**src/rtl/crc_eng_pkg.sv**
```systemverilog
package crc_eng_pkg;
  localparam int CRC_W  = 16;
  localparam int BYTE_W = 8;
  localparam int ADDR_W = 2;

  typedef enum logic [1:0] {
    SEL_C8A = 2'b00,
    SEL_C8  = 2'b01,
    SEL_A16 = 2'b10,
    SEL_C16 = 2'b11
  } poly_sel_e;

  typedef enum logic [ADDR_W-1:0] {
    REG_CTRL = 2'd0,
    REG_DIN  = 2'd1,
    REG_RES  = 2'd2,
    REG_RESH = 2'd3
  } reg_addr_e;

  localparam logic [CRC_W-1:0]  POLY_C16 = 16'h1021;
  localparam logic [CRC_W-1:0]  POLY_A16 = 16'h8005;
  localparam logic [BYTE_W-1:0] POLY_C8  = 8'h07;

  function automatic logic [CRC_W-1:0] rev16(input logic [CRC_W-1:0] v);
    for (int i = 0; i < CRC_W; i++) rev16[i] = v[CRC_W-1-i];
  endfunction

  function automatic logic [BYTE_W-1:0] rev8(input logic [BYTE_W-1:0] v);
    for (int i = 0; i < BYTE_W; i++) rev8[i] = v[BYTE_W-1-i];
  endfunction
endpackage

```
**src/rtl/crc_poly_sel.sv**
```systemverilog
module crc_poly_sel
  import crc_eng_pkg::*;
(
  input  logic [1:0]        sel_i,
  input  logic              msb_first_i,
  output logic [CRC_W-1:0]  poly16_o,
  output logic [BYTE_W-1:0] poly8_o,
  output logic              narrow_o
);
  logic [CRC_W-1:0] base16;

  always_comb begin
    unique case (poly_sel_e'(sel_i))
      SEL_A16: base16 = POLY_A16;
      default: base16 = POLY_C16;
    endcase
  end

  assign narrow_o = (sel_i == SEL_C8) || (sel_i == SEL_C8A);
  assign poly16_o = msb_first_i ? base16 : rev16(base16);
  assign poly8_o  = msb_first_i ? POLY_C8 : rev8(POLY_C8);
endmodule

```
**src/rtl/crc_byte_fold.sv**
```systemverilog
module crc_byte_fold #(
  parameter int CW = 16,
  parameter int DW = 8
) (
  input  logic [CW-1:0] crc_i,
  input  logic [DW-1:0] data_i,
  input  logic [CW-1:0] poly_i,
  input  logic          reflect_i,
  output logic [CW-1:0] crc_o
);
  localparam int PAD = CW - DW;

  logic [DW:0][CW-1:0] st;

  // byte enters at the end that shifts out first
  assign st[0] = reflect_i ? (crc_i ^ CW'(data_i))
                           : (crc_i ^ (CW'(data_i) << PAD));

  for (genvar g = 0; g < DW; g++) begin : g_step
    assign st[g+1] = reflect_i
      ? ((st[g] >> 1) ^ (st[g][0]    ? poly_i : '0))
      : ((st[g] << 1) ^ (st[g][CW-1] ? poly_i : '0));
  end

  assign crc_o = st[DW];
endmodule

```
**src/rtl/crc_byte_engine.sv**
```systemverilog
module crc_byte_engine
  import crc_eng_pkg::*;
(
  input  logic              clk_i,
  input  logic              rst_ni,
  input  logic              wr_en_i,
  input  logic [ADDR_W-1:0] addr_i,
  input  logic [CRC_W-1:0]  wdata_i,
  output logic [CRC_W-1:0]  rdata_o
);
  localparam int CTRL_W  = 3;
  localparam int CLR_BIT = 7;
  localparam int HI_W    = CRC_W - BYTE_W;

  logic [CTRL_W-1:0] ctrl_q;
  logic [BYTE_W-1:0] din_q;
  logic [CRC_W-1:0]  res_q;

  logic [CRC_W-1:0]  poly16;
  logic [BYTE_W-1:0] poly8;
  logic              narrow;
  logic [CRC_W-1:0]  fold16;
  logic [BYTE_W-1:0] fold8;
  logic [CRC_W-1:0]  res_next;

  crc_poly_sel u_sel (
    .sel_i       (ctrl_q[1:0]),
    .msb_first_i (ctrl_q[2]),
    .poly16_o    (poly16),
    .poly8_o     (poly8),
    .narrow_o    (narrow)
  );

  crc_byte_fold #(.CW(CRC_W), .DW(BYTE_W)) u_fold16 (
    .crc_i     (res_q),
    .data_i    (wdata_i[BYTE_W-1:0]),
    .poly_i    (poly16),
    .reflect_i (~ctrl_q[2]),
    .crc_o     (fold16)
  );

  crc_byte_fold #(.CW(BYTE_W), .DW(BYTE_W)) u_fold8 (
    .crc_i     (res_q[BYTE_W-1:0]),
    .data_i    (wdata_i[BYTE_W-1:0]),
    .poly_i    (poly8),
    .reflect_i (~ctrl_q[2]),
    .crc_o     (fold8)
  );

  assign res_next = narrow ? {{HI_W{1'b0}}, fold8} : fold16;

  always_ff @(posedge clk_i or negedge rst_ni) begin
    if (!rst_ni) begin
      ctrl_q <= '0;
      din_q  <= '0;
      res_q  <= '0;
    end else if (wr_en_i) begin
      unique case (reg_addr_e'(addr_i))
        REG_CTRL: begin
          ctrl_q <= wdata_i[CTRL_W-1:0];
          if (wdata_i[CLR_BIT]) res_q <= '0;
        end
        REG_DIN: begin
          din_q <= wdata_i[BYTE_W-1:0];
          res_q <= res_next;
        end
        REG_RES:  res_q <= wdata_i;
        REG_RESH: res_q[CRC_W-1:BYTE_W] <= wdata_i[BYTE_W-1:0];
        default: ;
      endcase
    end
  end

  always_comb begin
    unique case (reg_addr_e'(addr_i))
      REG_CTRL: rdata_o = CRC_W'(ctrl_q);
      REG_DIN:  rdata_o = CRC_W'(din_q);
      REG_RES:  rdata_o = res_q;
      REG_RESH: rdata_o = CRC_W'(res_q[CRC_W-1:BYTE_W]);
      default:  rdata_o = '0;
    endcase
  end
endmodule

```
**config.mk**
```make
export PLATFORM = sky130hd
export DESIGN_NAME = crc_byte_engine
export DESIGN_NICKNAME = d
export VERILOG_FILES = /design/src/rtl/crc_eng_pkg.sv /design/src/rtl/crc_poly_sel.sv /design/src/rtl/crc_byte_fold.sv /design/src/rtl/crc_byte_engine.sv
export SDC_FILE = /design/constraint.sdc
export NUM_CORES = 1
export LEC_CHECK = 0
export BUFFER_PORTS_ARGS = -buffer_cell sky130_fd_sc_hd__buf_2
export CAP_MARGIN = 20
export CORE_MARGIN = 1
export CORE_UTILIZATION = 30
export CTS_CLUSTER_DIAMETER = 200
export DETAILED_ROUTE_END_ITERATION = 7
export HOLD_SLACK_MARGIN = 0.1
export PLACE_DENSITY = 0.49
export SLEW_MARGIN = 30
export SYNTH_ARGS = -nofsm -noshare
export SYNTH_HDL_FRONTEND = slang
export SYNTH_SLANG_ARGS = --single-unit
```
**constraint.sdc**
```tcl
create_clock -name clk_i -period 4.28 [get_ports clk_i]
set_input_delay 0.428 -clock clk_i [delete_from_list [all_inputs] [get_ports clk_i]]
set_output_delay 0.428 -clock clk_i [all_outputs]
set_load 0.02 [all_outputs]
```
-- Word-level counts from Yosys, hierarchy flattened
Cells that the tools add are included.
- output and inout port bits: 16
- input port bits: 21
- logic and storage cells: 110
- bits in registers: 27
- reductions and logical operators: 8
- multiplexer cells: 57
- equality and inequality tests: 6
- bitwise gates (word level): 35
- operators with widths (kind ; number):
    $mux 16 ; 29
    $mux 8 ; 25
    $xor 16x16->16 ; 9
    $xor 15x16->16 ; 8
    $xor 8x8->8 ; 9
    $pmux 16 s4 ; 1
    $xor 7x8->8 ; 8
    $pmux 8 s4 ; 1
    $pmux 8 s3 ; 1
    $xor 16x8->16 ; 1
    $eq 2x2->1 const B ; 3
    $reduce_and 2->1 ; 3
    $eq 2x1->1 const B ; 2
    $logic_not 2->1 ; 2
    $reduce_and 3->1 ; 1
    $reduce_bool 3->1 ; 1
    $ne 2x2->1 const B ; 1
    $logic_or 1x1->1 ; 1

-- Logic depth before layout (Yosys ltp)
- depth in word-level cells: 29
- mapped depth: 13
- gate-level depth less buffers: 11

-- Hierarchy
Synthesis repeated with hierarchy kept, for this count alone.
- cells, all modules: 1761
- area total of the unflattened synthesis: 12411.9 µm²
- modules (own cells, without submodules) (module ; sequential area each (µm²) ; instances ; cells an instance ; area each (µm²)):
    crc_byte_fold (u_fold16) ; 0.0 ; 1 ; 1024 ; 6857.8
    crc_byte_fold (u_fold8) ; 0.0 ; 1 ; 578 ; 3808.7
    crc_byte_engine ; 675.6 ; 1 ; 132 ; 1562.7
    crc_poly_sel ; 0.0 ; 1 ; 27 ; 182.7

-- Least setup slack after synthesis
OpenSTA, ideal clock, no wires.
- kind: reg-to-reg
- start: register res_q[13]
- end: register res_q[0]
- data required time: 4.159 ns
- stages on the path, launching flop included: 11
- data arrival time: 2.944 ns
- period minus slack after synthesis: 3.065 ns
- setup slack: 1.215 ns
- path buffers: 0
- path through: dfrtp_1 xnor2_4 xnor3_1 and3_4 a221oi_4 xor2_2 xnor2_1 mux2_4 a311oi_2 o211ai_1 a22o_1
- cells in the longest elaborated chain, start to end: 26
- elaborated cells between the ends (all ways): 40
- RTL lines (element ; line ; RTL):
    from (decl) ; crc_byte_engine.sv:17 ; logic [CRC_W-1:0] res_q;
    from (signal assigned) ; crc_byte_engine.sv:65 ; res_q <= res_next;
    from (signal assigned) ; crc_byte_engine.sv:67 ; REG_RES: res_q <= wdata_i;
    from (signal, indexed assignment) ; crc_byte_engine.sv:68 ; REG_RESH: res_q[CRC_W-1:BYTE_W] <= wdata_i[BYTE_W-1:0];
    $xor 16x8->16 or $xor 16x16->16 (tied branches) ; crc_byte_fold.sv:16, crc_byte_fold.sv:17 ;
    $mux 16 (*) ; crc_byte_fold.sv:16 ; assign st[0] = reflect_i ? (crc_i ^ CW'(data_i))
    $xor 16x16->16 ; crc_byte_fold.sv:22 ; : ((st[g] << 1) ^ (st[g][CW-1] ? poly_i : '0));
    $mux 16 (*) ; crc_byte_fold.sv:21 ; ? ((st[g] >> 1) ^ (st[g][0] ? poly_i : '0))
    $xor 16x16->16 ; crc_byte_fold.sv:22 ;
    $mux 16 (*) ; crc_byte_fold.sv:21 ;
    $mux 16 ; crc_byte_fold.sv:22 ;
    $xor 16x16->16 ; crc_byte_fold.sv:22 ;
    (+10 left out) ; n/a ;
    $mux 16 (on tied branches) ; crc_byte_fold.sv:21, crc_byte_fold.sv:22 ;
    $xor 15x16->16 or $xor 16x16->16 (tied branches) ; crc_byte_fold.sv:21, crc_byte_fold.sv:22 ;
    $mux 16 (*) ; crc_byte_fold.sv:21 ;
    $mux 16 (on tied branches) ; crc_byte_fold.sv:21, crc_byte_fold.sv:22 ;
    $xor 15x16->16 or $xor 16x16->16 (tied branches) ; crc_byte_fold.sv:21, crc_byte_fold.sv:22 ;
    $mux 16 (*) ; crc_byte_fold.sv:21 ;
    $mux 16 (*) ; crc_byte_engine.sv:50 ; assign res_next = narrow ? {{HI_W{1'b0}}, fold8} : fold16;
    $pmux 8 s3 (*) ; crc_byte_engine.sv:58 ; unique case (reg_addr_e'(addr_i))
Mark *: on every way between the ends. The rest lies on a longest branch, timed or not.
A chain may end at the register's enable or synchronous reset.

-- Final worst setup path
- start: register ctrl_q[0]
- end: register res_q[0]
- cells in the longest elaborated chain, start to end: 29
- elaborated cells between the ends (all ways): 48
- RTL lines (element ; line ; RTL):
    from (decl) ; crc_byte_engine.sv:15 ; logic [CTRL_W-1:0] ctrl_q;
    from (signal assigned) ; crc_byte_engine.sv:60 ; ctrl_q <= wdata_i[CTRL_W-1:0];
    $eq 2x2->1 ; crc_poly_sel.sv:13 ; unique case (poly_sel_e'(sel_i))
    $mux 16 ; crc_poly_sel.sv:13 ;
    $mux 16 ; crc_poly_sel.sv:20 ; assign poly16_o = msb_first_i ? base16 : rev16(base16);
    $mux 16 (on tied branches) ; crc_byte_fold.sv:21, crc_byte_fold.sv:22 ;
    $xor 15x16->16 or $xor 16x16->16 (tied branches) ; crc_byte_fold.sv:21, crc_byte_fold.sv:22 ;
    $mux 16 ; crc_byte_fold.sv:21 ;
    $mux 16 (on tied branches) ; crc_byte_fold.sv:21, crc_byte_fold.sv:22 ;
    $xor 15x16->16 or $xor 16x16->16 (tied branches) ; crc_byte_fold.sv:21, crc_byte_fold.sv:22 ;
    (+13 left out) ; n/a ;
    $mux 16 (on tied branches) ; crc_byte_fold.sv:21, crc_byte_fold.sv:22 ;
    $xor 15x16->16 or $xor 16x16->16 (tied branches) ; crc_byte_fold.sv:21, crc_byte_fold.sv:22 ;
    $mux 16 ; crc_byte_fold.sv:21 ;
    $mux 16 (on tied branches) ; crc_byte_fold.sv:21, crc_byte_fold.sv:22 ;
    $xor 15x16->16 or $xor 16x16->16 (tied branches) ; crc_byte_fold.sv:21, crc_byte_fold.sv:22 ;
    $mux 16 ; crc_byte_fold.sv:21 ;
    $mux 16 (*) ; crc_byte_engine.sv:50 ;
    $pmux 8 s3 (*) ; crc_byte_engine.sv:58 ;
Marked as above.

==> impl_metrics.env <==
export IMPL_synth_top_cell_by_area="dfrtp_1"
export IMPL_hpwlAfterDp_mm=9.60
export IMPL_syn_avg_cell_area_um2=8.24
export IMPL_tightest_slew_ns=0.853
export IMPL_place_port_buffers=36
export IMPL_finalCriticalPeriod_ns=3.67
export IMPL_fp_row_count=40
export IMPL_max_slew_margin_pct=42.7
export IMPL_overflow=0
export IMPL_slowest_delay_ns=0.72
export IMPL_ys_types=58
export IMPL_grt_use_total_pct=20.7
export IMPL_max_vdd_ir_drop_mv=0.184
export IMPL_dr_pass1_iters=8
export IMPL_worst_path_buf_inv=0
export IMPL_syn_to_final_growth_pct=9.53
export IMPL_start_util_pct=30.6
export IMPL_path_max_fanout=19
export IMPL_synthCells=445
export IMPL_r2r_cells=11
export IMPL_reg2reg_from="ctrl_q[0]"
export IMPL_dieArea_um2=12700
export IMPL_antenna_cells=0
export IMPL_p_per_area_nw_per_um2=598
export IMPL_synth_seq_area_share_pct=18.4
export IMPL_ys_ff_latch=27
export IMPL_synth_most_common_cell="xnor2_1"
export IMPL_status="complete, no violations"
export IMPL_synth_commonest_cells="63 x xnor2_1, 47 x nor2_1, 44 x nand2_1, 36 x o21ai_0"
export IMPL_synth_flop_cell="dfrtp_1"
export IMPL_fin_util_pct=33.6
export IMPL_p_leak_nw=1.69
export IMPL_drive_above_1_share_pct=17.3
export IMPL_cts_buffers=3
export IMPL_fin_crit_sh_pct=85.7
export IMPL_hold_class="primary input to asynchronous set/reset pin"
export IMPL_nets=489
export IMPL_setup_viol=0
export IMPL_die_x_um=113
export IMPL_yosys_top_cells_area="dfrtp_1 18%, xnor2_1 15%, xor2_1 6.5%"
export IMPL_netlist_area_leader_share_pct=18.4
export IMPL_ys_warn_count=0
export IMPL_whs_ns=0.183
export IMPL_power_mw=2.40
export IMPL_post_cts_setup_buffer_count=0
export IMPL_clockBufferDepth=2
export IMPL_slowest_stage="and2b_1"
export IMPL_synthArstFlopShare_pct=100
export IMPL_htree_levels=1
export IMPL_ctsResizeCount=0
export IMPL_setup_tns_ns=0
export IMPL_grt_max_degree=58
export IMPL_cts_tree="yes"
export IMPL_fin_skew_ns=0.00362
export IMPL_fmax_ghz=0.272
export IMPL_antenna_found_initial=0
export IMPL_cap_violations=0
export IMPL_grt_pass1_wl_mm=19.8
export IMPL_grt_pass1_vias=3271
export IMPL_cts_sinks=27
export IMPL_synth_edf_count=0
export IMPL_drt_iter0_drc=305
export IMPL_critPathTopFamily="simple AND/OR/NAND/NOR gates"
export IMPL_chipHeight_um=113
export IMPL_finalNonFillerCells=610
export IMPL_clkTransAtPathRegs_ns=0.07
export IMPL_vias_per_cell=5.73
export IMPL_finalMaxSlewViolations=0
export IMPL_postCtsHoldBufs=0
export IMPL_hold_violations=0
export IMPL_synth_area_um2=3660
export IMPL_start_kind="flop"
export IMPL_gp_congestion=0.886
export IMPL_core_area_um2=12000
export IMPL_post_drt_wl_per_cell_um=20.8
export IMPL_critical_path_class="flop to flop"
export IMPL_root_buffer="clkbuf_16"
export IMPL_insertion_delay_ns=0.27
export IMPL_end_kind="flop"
export IMPL_io_pin_count=37
export IMPL_timing_critical_path_cells="and2b_1 -> nand2_1 -> nor2_1 -> a21oi_1 -> a221oi_4 -> xor2_2 -> xnor2_1 -> mux2_4 -> a311oi_2 -> o211ai_1 -> a22o_1"
export IMPL_critPathRequiredTime_ns=4.44
export IMPL_wl_mm=12.7
export IMPL_r2r_end="res_q[0]"
export IMPL_rsz0062_at_grt="no"
export IMPL_crit_arrival_ns=3.83
export IMPL_dp_cells=606
export IMPL_r2r_setup_slack_ns=0.61
export IMPL_num_vias=3497
export IMPL_ant_nets=0
export IMPL_synth_fp_nets=470
export IMPL_drc=0
## metrics by stage
stage	setup slack, ns	instance area [µm²]
floorplan	1.21	3660
global placement	0.628	3920
detailed placement	0.626	3930
CTS	0.675	4010
global route	0.404	4010
finish	0.610	4010
## sequential cells by signal (all words and copies together) (netlist names)
signal,count
res_q,16
ctrl_q,3
din_q,8
## placed cells by master (no fill, tap or decap), types with 2 or more instances in the layout
master and count:
xnor2_1 62, nor2_1 47, nand2_1 44, o21ai_0 36
buf_2 36, xor2_1 27, dfrtp_1 26, a21oi_1 21
a222oi_1 15, mux2i_1 11, buf_4 11, and2_1 10
mux2_2 10, a22oi_1 8, inv_1 7, nand3_1 7
xnor2_2 5, xnor3_1 5, o211ai_1 5, nor3_1 5
a21o_1 5, and3_1 4, o21ai_1 4, xnor2_4 3
a211oi_1 3, a22o_1 3, ha_1 3, clkbuf_16 3
clkinv_1 2, a21boi_0 2, nand2b_1 2, or3_1 2
a221o_1 2, o311ai_0 2, o21a_1 2
## cells by family after synthesis
logic type	count (synthesis)	share of synthesized area, %
multiplexers	22	6.49
flip-flops	27	18.4
XOR/XNOR	104	29.7
AND/OR/NAND/NOR	127	15.5
AO/OA/AOI/OAI	119	22.5
buffers and inverters	42	6.08
adder cells (fa/ha/maj)	4	1.37
## layer usage
layer,part of all wire [%],GRT usage [%],up-vias
met5,0,0,-
met4,2.4,5.96,0
met3,6.6,2.59,21
met2,45,33.2,161
met1,46,29.1,1701
li1,-,-,1614
## worst max-delay path by stage
stage                     end        from  slack, ns  cells after the start
finish               res_q[0]   ctrl_q[0]       0.61                     11
global route        res_q[13]   ctrl_q[0]       0.40                     11
global placement     res_q[0]  wdata_i[6]       0.63                     12
detailed placement  res_q[13]  wdata_i[6]       0.63                     12
floorplan            res_q[0]   res_q[13]       1.21                     10
CTS                  res_q[0]   ctrl_q[0]       0.68                     11
## cell type report
type                            instances  area (µm²)
Tap cell                              147         184
Clock inverter                          1        5.00
Multi-Input combinational cell        376        2780
Inverter                                9        33.8
Fill cell                            1265        7950
Sequential cell                        27         677
Timing Repair Buffer                   47         263
Clock buffer                            3        75.1
## report_power, final
part / internal (mW) / total (mW) / switching (mW)
clock: 0.127 / 0.225 / 0.0988
sequential: 0.304 / 0.404 / 0.0998
combinational: 0.762 / 1.77 / 1.01
total: 1.19 / 2.40 / 1.21
No activity file was read; power rests on OpenSTA's default activity.
